==> src/rtl/exc_pkg.sv <==
package exc_pkg;
  typedef enum logic [1:0] {
    RK_NONE = 2'd0,
    RK_EXC  = 2'd1,
    RK_ERET = 2'd2
  } redir_kind_e;

  typedef enum logic {
    CAUSE_UNDEF = 1'b0,
    CAUSE_OVF   = 1'b1
  } cause_e;

  typedef struct packed {
    logic fe;
    logic de;
    logic ex;
  } flush_t;
endpackage

==> src/rtl/exc_prio.sv <==
// Oldest-first fixed priority: index 0 is the oldest stage.
module exc_prio #(
  parameter int unsigned NSRC = 2
) (
  input  logic [NSRC-1:0] req_i,
  input  logic            block_i,
  output logic [NSRC-1:0] grant_o,
  output logic            take_o
);
  logic [NSRC:0] older_req;
  assign older_req[0] = 1'b0;

  for (genvar i = 0; i < NSRC; i++) begin : g_chain
    assign grant_o[i]     = req_i[i] & ~block_i & ~older_req[i];
    assign older_req[i+1] = older_req[i] | req_i[i];
  end

  assign take_o = |grant_o;
endmodule

==> src/rtl/exc_state.sv <==
module exc_state
  import exc_pkg::*;
#(
  parameter int unsigned         XLEN   = 32,
  parameter int unsigned         NSRC   = 2,
  parameter logic [XLEN-1:0]     ILEN_B = 4
) (
  input  logic                       clk_i,
  input  logic                       rst_ni,
  input  logic [NSRC-1:0]            grant_i,
  input  logic [NSRC-1:0][XLEN-1:0]  src_pc_i,
  input  cause_e [NSRC-1:0]          src_cause_i,
  input  logic                       eret_acc_i,
  output logic [XLEN-1:0]            epc_o,
  output cause_e                     cause_o,
  output redir_kind_e                kind_o
);
  logic [XLEN-1:0] sel_pc;
  logic            sel_cause;
  logic            take;

  // one-hot AND-OR select
  always_comb begin
    sel_pc    = '0;
    sel_cause = 1'b0;
    for (int i = 0; i < NSRC; i++) begin
      sel_pc    = sel_pc    | ({XLEN{grant_i[i]}} & src_pc_i[i]);
      sel_cause = sel_cause | (grant_i[i] & logic'(src_cause_i[i]));
    end
  end

  assign take = |grant_i;

  always_ff @(posedge clk_i or negedge rst_ni) begin
    if (!rst_ni) begin
      epc_o   <= '0;
      cause_o <= CAUSE_UNDEF;
      kind_o  <= RK_NONE;
    end else begin
      if (take) begin
        epc_o   <= sel_pc + ILEN_B;
        cause_o <= cause_e'(sel_cause);
        kind_o  <= RK_EXC;
      end else if (eret_acc_i) begin
        kind_o  <= RK_ERET;
      end else begin
        kind_o  <= RK_NONE;
      end
    end
  end
endmodule

==> src/rtl/exc_target.sv <==
module exc_target
  import exc_pkg::*;
#(
  parameter int unsigned     XLEN      = 32,
  parameter logic [XLEN-1:0] ILEN_B    = 4,
  parameter logic [XLEN-1:0] FIX_ENTRY = 32'h8000_0180,
  parameter logic [XLEN-1:0] VEC_BASE  = 32'hC000_0000,
  parameter logic [XLEN-1:0] VEC_STEP  = 32'h0000_0020
) (
  input  logic            vec_mode_i,
  input  redir_kind_e     kind_i,
  input  cause_e          cause_i,
  input  logic [XLEN-1:0] epc_i,
  output logic [XLEN-1:0] pc_o
);
  logic [XLEN-1:0] vec_pc;
  logic [XLEN-1:0] exc_pc;

  assign vec_pc = VEC_BASE + (XLEN'(cause_i) * VEC_STEP);
  assign exc_pc = vec_mode_i ? vec_pc : FIX_ENTRY;

  always_comb begin
    unique case (kind_i)
      RK_ERET: pc_o = epc_i - ILEN_B;
      RK_EXC:  pc_o = exc_pc;
      default: pc_o = '0;
    endcase
  end
endmodule

==> src/rtl/exc_ctrl.sv <==
module exc_ctrl
  import exc_pkg::*;
#(
  parameter int unsigned     XLEN      = 32,
  parameter logic [XLEN-1:0] ILEN_B    = 4,
  parameter logic [XLEN-1:0] FIX_ENTRY = 32'h8000_0180,
  parameter logic [XLEN-1:0] VEC_BASE  = 32'hC000_0000,
  parameter logic [XLEN-1:0] VEC_STEP  = 32'h0000_0020
) (
  input  logic            clk_i,
  input  logic            rst_ni,
  input  logic            vec_mode_i,
  input  logic            id_valid_i,
  input  logic            id_undef_i,
  input  logic [XLEN-1:0] id_pc_i,
  input  logic            ex_valid_i,
  input  logic            ex_ovf_i,
  input  logic [XLEN-1:0] ex_pc_i,
  input  logic            eret_i,
  output logic            flush_if_o,
  output logic            flush_id_o,
  output logic            flush_ex_o,
  output logic            ex_wr_kill_o,
  output logic            redirect_o,
  output logic [XLEN-1:0] redirect_pc_o,
  output logic [XLEN-1:0] epc_o,
  output logic            cause_o
);
  localparam int unsigned NSRC   = 2;
  localparam int unsigned SRC_EX = 0;  // oldest
  localparam int unsigned SRC_ID = 1;

  logic [NSRC-1:0]           req;
  logic [NSRC-1:0]           grant;
  logic [NSRC-1:0][XLEN-1:0] src_pc;
  cause_e [NSRC-1:0]         src_cause;
  logic                      take;
  logic                      busy;
  logic                      eret_acc;
  redir_kind_e               kind;
  cause_e                    cause_q;
  flush_t                    flush;

  assign req[SRC_EX]       = ex_valid_i & ex_ovf_i;
  assign req[SRC_ID]       = id_valid_i & id_undef_i;
  assign src_pc[SRC_EX]    = ex_pc_i;
  assign src_pc[SRC_ID]    = id_pc_i;
  assign src_cause[SRC_EX] = CAUSE_OVF;
  assign src_cause[SRC_ID] = CAUSE_UNDEF;

  assign busy     = (kind != RK_NONE);
  assign eret_acc = eret_i & ~busy & ~take;

  exc_prio #(.NSRC(NSRC)) u_prio (
    .req_i   (req),
    .block_i (busy),
    .grant_o (grant),
    .take_o  (take)
  );

  exc_state #(.XLEN(XLEN), .NSRC(NSRC), .ILEN_B(ILEN_B)) u_state (
    .clk_i       (clk_i),
    .rst_ni      (rst_ni),
    .grant_i     (grant),
    .src_pc_i    (src_pc),
    .src_cause_i (src_cause),
    .eret_acc_i  (eret_acc),
    .epc_o       (epc_o),
    .cause_o     (cause_q),
    .kind_o      (kind)
  );

  exc_target #(
    .XLEN(XLEN), .ILEN_B(ILEN_B), .FIX_ENTRY(FIX_ENTRY),
    .VEC_BASE(VEC_BASE), .VEC_STEP(VEC_STEP)
  ) u_target (
    .vec_mode_i (vec_mode_i),
    .kind_i     (kind),
    .cause_i    (cause_q),
    .epc_i      (epc_o),
    .pc_o       (redirect_pc_o)
  );

  // Faulting stage and every younger stage are flushed; during a redirect
  // only the sequentially fetched slot is dropped.
  always_comb begin
    flush.ex = grant[SRC_EX];
    flush.de = take;
    flush.fe = take | busy;
  end

  assign flush_if_o   = flush.fe;
  assign flush_id_o   = flush.de;
  assign flush_ex_o   = flush.ex;
  assign ex_wr_kill_o = grant[SRC_EX];
  assign redirect_o   = busy;
  assign cause_o      = logic'(cause_q);
endmodule

==> config.mk <==
export PLATFORM = sky130hd
export DESIGN_NAME = exc_ctrl
export DESIGN_NICKNAME = d
export VERILOG_FILES = /design/src/rtl/exc_pkg.sv /design/src/rtl/exc_prio.sv /design/src/rtl/exc_state.sv /design/src/rtl/exc_target.sv /design/src/rtl/exc_ctrl.sv
export SDC_FILE = /design/constraint.sdc
export NUM_CORES = 1
export LEC_CHECK = 0
export ABC_AREA = 1
export BUFFER_PORTS_ARGS = -buffer_cell sky130_fd_sc_hd__buf_2
export CAP_MARGIN = 40
export CORE_UTILIZATION = 35
export DETAILED_ROUTE_END_ITERATION = 6
export GPL_TIMING_DRIVEN = 1
export HOLD_SLACK_MARGIN = 0.1
export SLEW_MARGIN = 10
export SYNTH_ARGS = -nofsm -noshare
export SYNTH_HDL_FRONTEND = slang
export SYNTH_SLANG_ARGS = --single-unit
==> constraint.sdc <==
create_clock -name clk_i -period 2.1 [get_ports clk_i]
set_input_delay 0.21 -clock clk_i [delete_from_list [all_inputs] [get_ports clk_i]]
set_output_delay 0.21 -clock clk_i [all_outputs]
set_load 0.005 [all_outputs]
[After elaboration in Yosys (flattened, before gate mapping)]
Cells that the tools add are included.
Operators by class
  bitwise operators: 14
  reductions and logical operators: 2
  multiplexer cells: 4
  equality and inequality tests: 2
  add/sub/neg operators: 3
Operators with widths (count)
  bitwise AND 32 bit: 2
  case mux 32 bit (2 select lines): 1
  adder 31 x 7 -> 32 bit (first input constant): 1
  adder 32 x 3 -> 32 bit (second input constant): 1
  two-way mux 32 bit: 1
  bitwise OR 32 bit: 1
  subtractor 32 x 3 -> 32 bit (second input constant): 1
  bitwise AND 1 bit: 7
  two-way mux 2 bit: 2
  NOT 1 bit: 3
  equality test 2 x 1 -> 1 bit (second input constant): 1
  equality test 2 bit (second input constant): 1
  nonzero test 2 bit: 1
  OR reduction 2 bit: 1
  bitwise OR 1 bit: 1
Word-level totals
  output and inout port bits: 70
  register bits: 35
  input port bits: 72
  word-level logic and storage cells: 28

[Longest topological paths before layout]
  word-level depth: 9
  mapped depth: 15
  depth with buffers taken out: 14

[Modules after synthesis]
From an unflattened synthesis, not the netlist that was laid out.
Second synthesis, totals
  cell total of the unflattened synthesis: 650
  area, all modules: 3784.9 um^2
Modules (own cells, without submodules)
  exc_state: sequential area each 875.8 um^2, instances 1, area an instance 2565.0 um^2, cells each 395
  exc_target: sequential area each 0.0 um^2, instances 1, area an instance 1132.3 um^2, cells each 236
  exc_ctrl: sequential area each 0.0 um^2, instances 1, area an instance 60.1 um^2, cells each 13
  exc_prio: sequential area each 0.0 um^2, instances 1, area an instance 27.5 um^2, cells each 6

[Worst setup path after synthesis]
Ideal clock, no wire load.
  kind: reg2reg
  start point: register u_state.kind_o[0]
  end point: register u_state.epc_o[28]
  library setup time: 0.124 ns
  arrival time: 1.958 ns
  stages on the path, launching flop included: 16
  setup slack: 0.018 ns
  cell sequence: dfrtp_1 > inv_1 > ha_1 > inv_2 > nor2_4 > buf_6 > nand3_2 > nand2_2 > ha_1 > nand3_2 > inv_2 > nand2_2 > nor2_2 > nand2_1 > nand2_1 > nand3_1
On the way
  word-level cells in the longest chain between the ends: 7
  elaborated cells on any way between the ends: 10
Ends and longest elaborated chain
  start, declared: line exc_state.sv:16  | output redir_kind_e kind_o
  start signal, assigned: line exc_state.sv:38  | kind_o <= RK_NONE;
  start signal, assigned: line exc_state.sv:43  | kind_o <= RK_EXC;
  start signal, assigned: line exc_state.sv:45  | kind_o <= RK_ERET;
  nonzero test 2 bit (*): line exc_ctrl.sv:51  | assign busy = (kind != RK_NONE);
  named net redirect_o: line exc_ctrl.sv:24  | output logic redirect_o,
  NOT 1 bit (*): line exc_prio.sv:14  | assign grant_o[i] = req_i[i] & ~block_i & ~older_req[i];
  bitwise AND 1 bit (2 in a row): line exc_prio.sv:14
  bitwise AND 32 bit: line exc_state.sv:27  | sel_pc = sel_pc | ({XLEN{grant_i[i]}} & src_pc_i[i]);
  bitwise OR 32 bit: line exc_state.sv:27
  adder 32 x 3 -> 32 bit: line exc_state.sv:41  | epc_o <= sel_pc + ILEN_B;
  end signal, assigned: line exc_state.sv:41
  end, declared: line exc_state.sv:14  | output logic [XLEN-1:0] epc_o,
The timed path passes the listed nets; every way through them passes the cells marked *.
A chain may end at the register's enable or synchronous reset.

[Worst setup path after layout]
  start point: register u_state.kind_o[1]
  end point: register u_state.epc_o[22]
On the way
  word-level cells in the longest chain between the ends: 7
  elaborated cells on any way between the ends: 10
Ends and longest elaborated chain (line)
  nonzero test 2 bit (*): exc_ctrl.sv:51
  NOT 1 bit (*): exc_prio.sv:14
  bitwise AND 1 bit (2 in a row): exc_prio.sv:14
  bitwise AND 32 bit: exc_state.sv:27
  bitwise OR 32 bit: exc_state.sv:27
  adder 32 x 3 -> 32 bit: exc_state.sv:41
Mark *: on every way between the ends. The rest lies on a longest branch, timed or not.

==> impl_metrics.py <==
metrics = {
    "yosys": {
        "async_flop_share": 1.00,
        "synth_edf_count": 0,
        "ys.flop_type": "dfrtp_1",
        "avgSynthCellArea_um2": 5.81,
        "synth_cells": 616,
        "synth_nets": 693,
        "synth.yosys.warnings": 0,
        "yosysSeqAreaShare": 0.245,
        "synth-seq-cells": 35,
        "synth.distinct_cells": 32,
        "synth_area_mm2": 0.00358,
    },
    "placed_design": {
        "place.gp.congestion": 0.963,
        "place_area_mm2": 0.00498,
        "numPortBuffers": 141,
        "hpwlAfterDp_mm": 11.5,
        "pre_cts_ws_ps": -287,
    },
    "sta": {
        "setup_viol": 1,
        "rsz0062_at_grt": "true",
        "finalHoldViolations": 0,
        "fin_crit_sh": 1.00,
        "min_period_ps": 2110,
        "finClkSkew_ps": 8.45,
        "tightest_slew_ps": 815,
        "max_clock_freq_mhz": 475,
        "layout_setup_ws_ps": -6.91,
        "slew_violations": 0,
        "holdWs_ps": 132,
        "slew_headroom": 0.457,
    },
    "route": {
        "wl_per_cell_um": 14.6,
        "wirelength_met1_mm": 6.90,
        "drt_pre_antenna_iters": 4,
        "viasPerCell": 4.81,
        "vias": 4813,
        "top_layer": "met4",
        "drt_iter0_markers": 243,
        "wl_met3_um": 550,
        "drc_errors": 0,
        "met2WireLength_mm": 6.81,
        "ant_nets": 0,
        "routed_wl_mm": 14.6,
    },
    "power_and_ir_drop": {
        "p_per_area_mw_per_mm2": 643,
        "p_leak_nw": 2.96,
        "ir_worst_vdd_mv": 0.385,
    },
    "clocking": {
        "clk_latency_ps": 290,
        "cts_sinks": 35,
        "numCtsBuffers": 5,
        "tritoncts": "built",
        "cts_root_buf": "clkbuf_8",
        "ctsLongestPathBuffers": 2,
        "cts_max_level": 2,
        "path_clk_slew_ps": 80,
    },
    "run": {
        "max-cap-violations": 0,
    },
    "worst_setup_path": {
        "cp_data_required_time_ps": 2330,
        "crit_slowest_cell": "dfrtp_1",
        "timing.rr.end": "u_state.epc_o[22]$_DFFE_PN0P_",
        "crit_family": "simple AND/OR/NAND/NOR gates",
        "cp-end-kind": "register",
        "critical_path.max_fanout": 9,
        "ff2ff_setup_slack_ps": -7,
        "rr_startpoint": "u_state.kind_o[1]$_DFF_PN0_",
        "arrival_ps": 2340,
        "rr_worst_depth": 15,
        "cp_num_buf_inv": 5,
        "critPathMostFrequentCell": "nand2_2",
        "worstSetupStartpointType": "register",
        "crit_chain": "inv_2, ha_4, inv_4, nor2_4, buf_8, buf_8, nand3_1, nand2_2, nand2_2, nor2_4, nand2_2, buf_4, nor2_1, nand3_1, nand3_2",
        "cpPeakStageDelay_ps": 390,
        "critPathKind": "reg -> reg",
    },
    "grt": {
        "grt_overflow": 0,
        "grt_pass1_vias": 4313,
        "antenna_found_initial": 0,
        "grt_pass1_wl_mm": 21.5,
        "grt_max_degree": 36,
        "gr-usage-all-layers": 0.267,
    },
    "layout": {
        "drive_above_1_share": 0.532,
        "fin_area_mm2": 0.00612,
        "fillCellCount": 943,
        "seqCellArea_um2": 883,
        "antenna_cells": 0,
        "final_cell_mix": "nand2_1 (145), buf_2 (141), buf_4 (106)",
        "final_common_cell": "nand2_1",
        "multi_input_comb_area_mm2": 0.00303,
        "syn_to_final_growth_pct": 71.1,
        "nets": 944,
    },
    "hold_path": {
        "hold_start": "eret_i",
        "holdPathStages": 3,
        "hold_end": "u_state.kind_o[1]$_DFF_PN0_",
        "hold_path_class": "in -> reg",
    },
    "floorplan": {
        "start_util": 0.363,
        "floorplan.rows": 36,
        "io_pins": 142,
        "fp.dieW_um": 103,
        "fp.dieArea_mm2": 0.0106,
        "core-area_mm2": 0.00986,
        "die_h_um": 103,
    },
    "run_status": {
        "status": "complete, but fails checks",
        "violations": "setup timing",
    },
}
==> final cells by class <==
type	instances	share of cell area
clock inverter	2	0.00572
inverter	65	0.0417
tap	133	0.0272
multi-input combinational	501	0.494
timing repair buffer	259	0.273
sequential	35	0.144
clock buffer	6	0.0135
==> cell families (layout without fill, tap and decap cells) <==
group | count (synthesis) | after routing | synth area share
flops | 35 | 35 | 0.245
compound gates | 47 | 47 | 0.0692
buf+inv | 80 | 332 | 0.0972
xor+xnor | 13 | 13 | 0.0318
fa+ha+maj | 5 | 5 | 0.0175
simple gates | 436 | 436 | 0.540
==> per-stage QoR <==
| step | cells | power, mW | TNS (ps) | utilization |
|---|---|---|---|---|
| floorplan | 616 | 1.89 | 0 | - |
| global route | 1001 | 4.21 | -2860 | 0.621 |
| global placement | 954 | 2.70 | -1980 | 0.505 |
| CTS | 986 | 3.61 | -69.7 | 0.562 |
| detailed placement | 954 | 2.73 | -2700 | 0.505 |
| finish | 1001 | 3.94 | -6.91 | 0.621 |
==> routing by layer <==
metal  GRT usage  vias up
li1            -     2458
met1       0.374     2200
met2       0.444      133
met3      0.0149       22
met4      0.0802        0
met5           0        -
==> worst max path at each step <==
stage	startpoint	depth (start not counted)	slack, ps	end
floorplan	u_state.kind_o[0]$_DFF_PN0_	15	20	u_state.epc_o[28]$_DFFE_PN0P_
global placement	u_state.kind_o[0]$_DFF_PN0_	14	-330	u_state.epc_o[22]$_DFFE_PN0P_
detailed placement	u_state.kind_o[0]$_DFF_PN0_	14	-290	u_state.epc_o[22]$_DFFE_PN0P_
CTS	u_state.epc_o[12]$_DFFE_PN0P_	12	-40	redirect_pc_o[29]
global route	u_state.kind_o[0]$_DFF_PN0_	15	-150	u_state.epc_o[22]$_DFFE_PN0P_
finish	u_state.kind_o[1]$_DFF_PN0_	15	-7	u_state.epc_o[22]$_DFFE_PN0P_
==> where the power goes <==
part / switching (mW) / total (mW) / internal, mW
Clock: 0.261 / 0.645 / 0.384
Sequential: 0.271 / 1.14 / 0.870
Combinational: 1.16 / 2.15 / 0.986
==> worst register-to-register path: cells and delay by family, from the launching register on <==
family,cells,cell delay [ps]
adders and majority gates,1,170
and+or+nand+nor,9,920
buffers and inverters,5,560
DFF,1,390
==> cells in the mapped netlist, drive strengths merged (2+ instances only) <==
library cell | instances | area, um^2
nand2 | 218 | 858
nor2 | 115 | 504
nand3 | 87 | 470
inv | 64 | 240
dfrtp | 35 | 876
o21ai | 22 | 110
a21oi | 18 | 90.1
buf | 12 | 92.6
xor2 | 11 | 96.3
nor3 | 7 | 40.0
ha | 5 | 62.6
o22ai | 4 | 25.0
clkbuf | 3 | 11.3
or2 | 3 | 18.8
nand4 | 2 | 12.5
o211ai | 2 | 15.0
xnor2 | 2 | 17.5
==> timing repair <==
action | 4_1_cts | 5_1_grt
hold buffers | 1 | 0
resized for setup | 85 | 142
pin swaps | 26 | 48
gates cloned | 1 | 1
endpoints found under the setup margin | 42 | 49
hold endpoints to repair | 35 | 0
buffers inserted | 22 | 16
==> registers in the layout, summed over array words and instances (netlist names) <==
name	flops
u_state.epc_o	32
u_state.cause_o	1
u_state.kind_o	2
(Power assumes the default switching activity.)
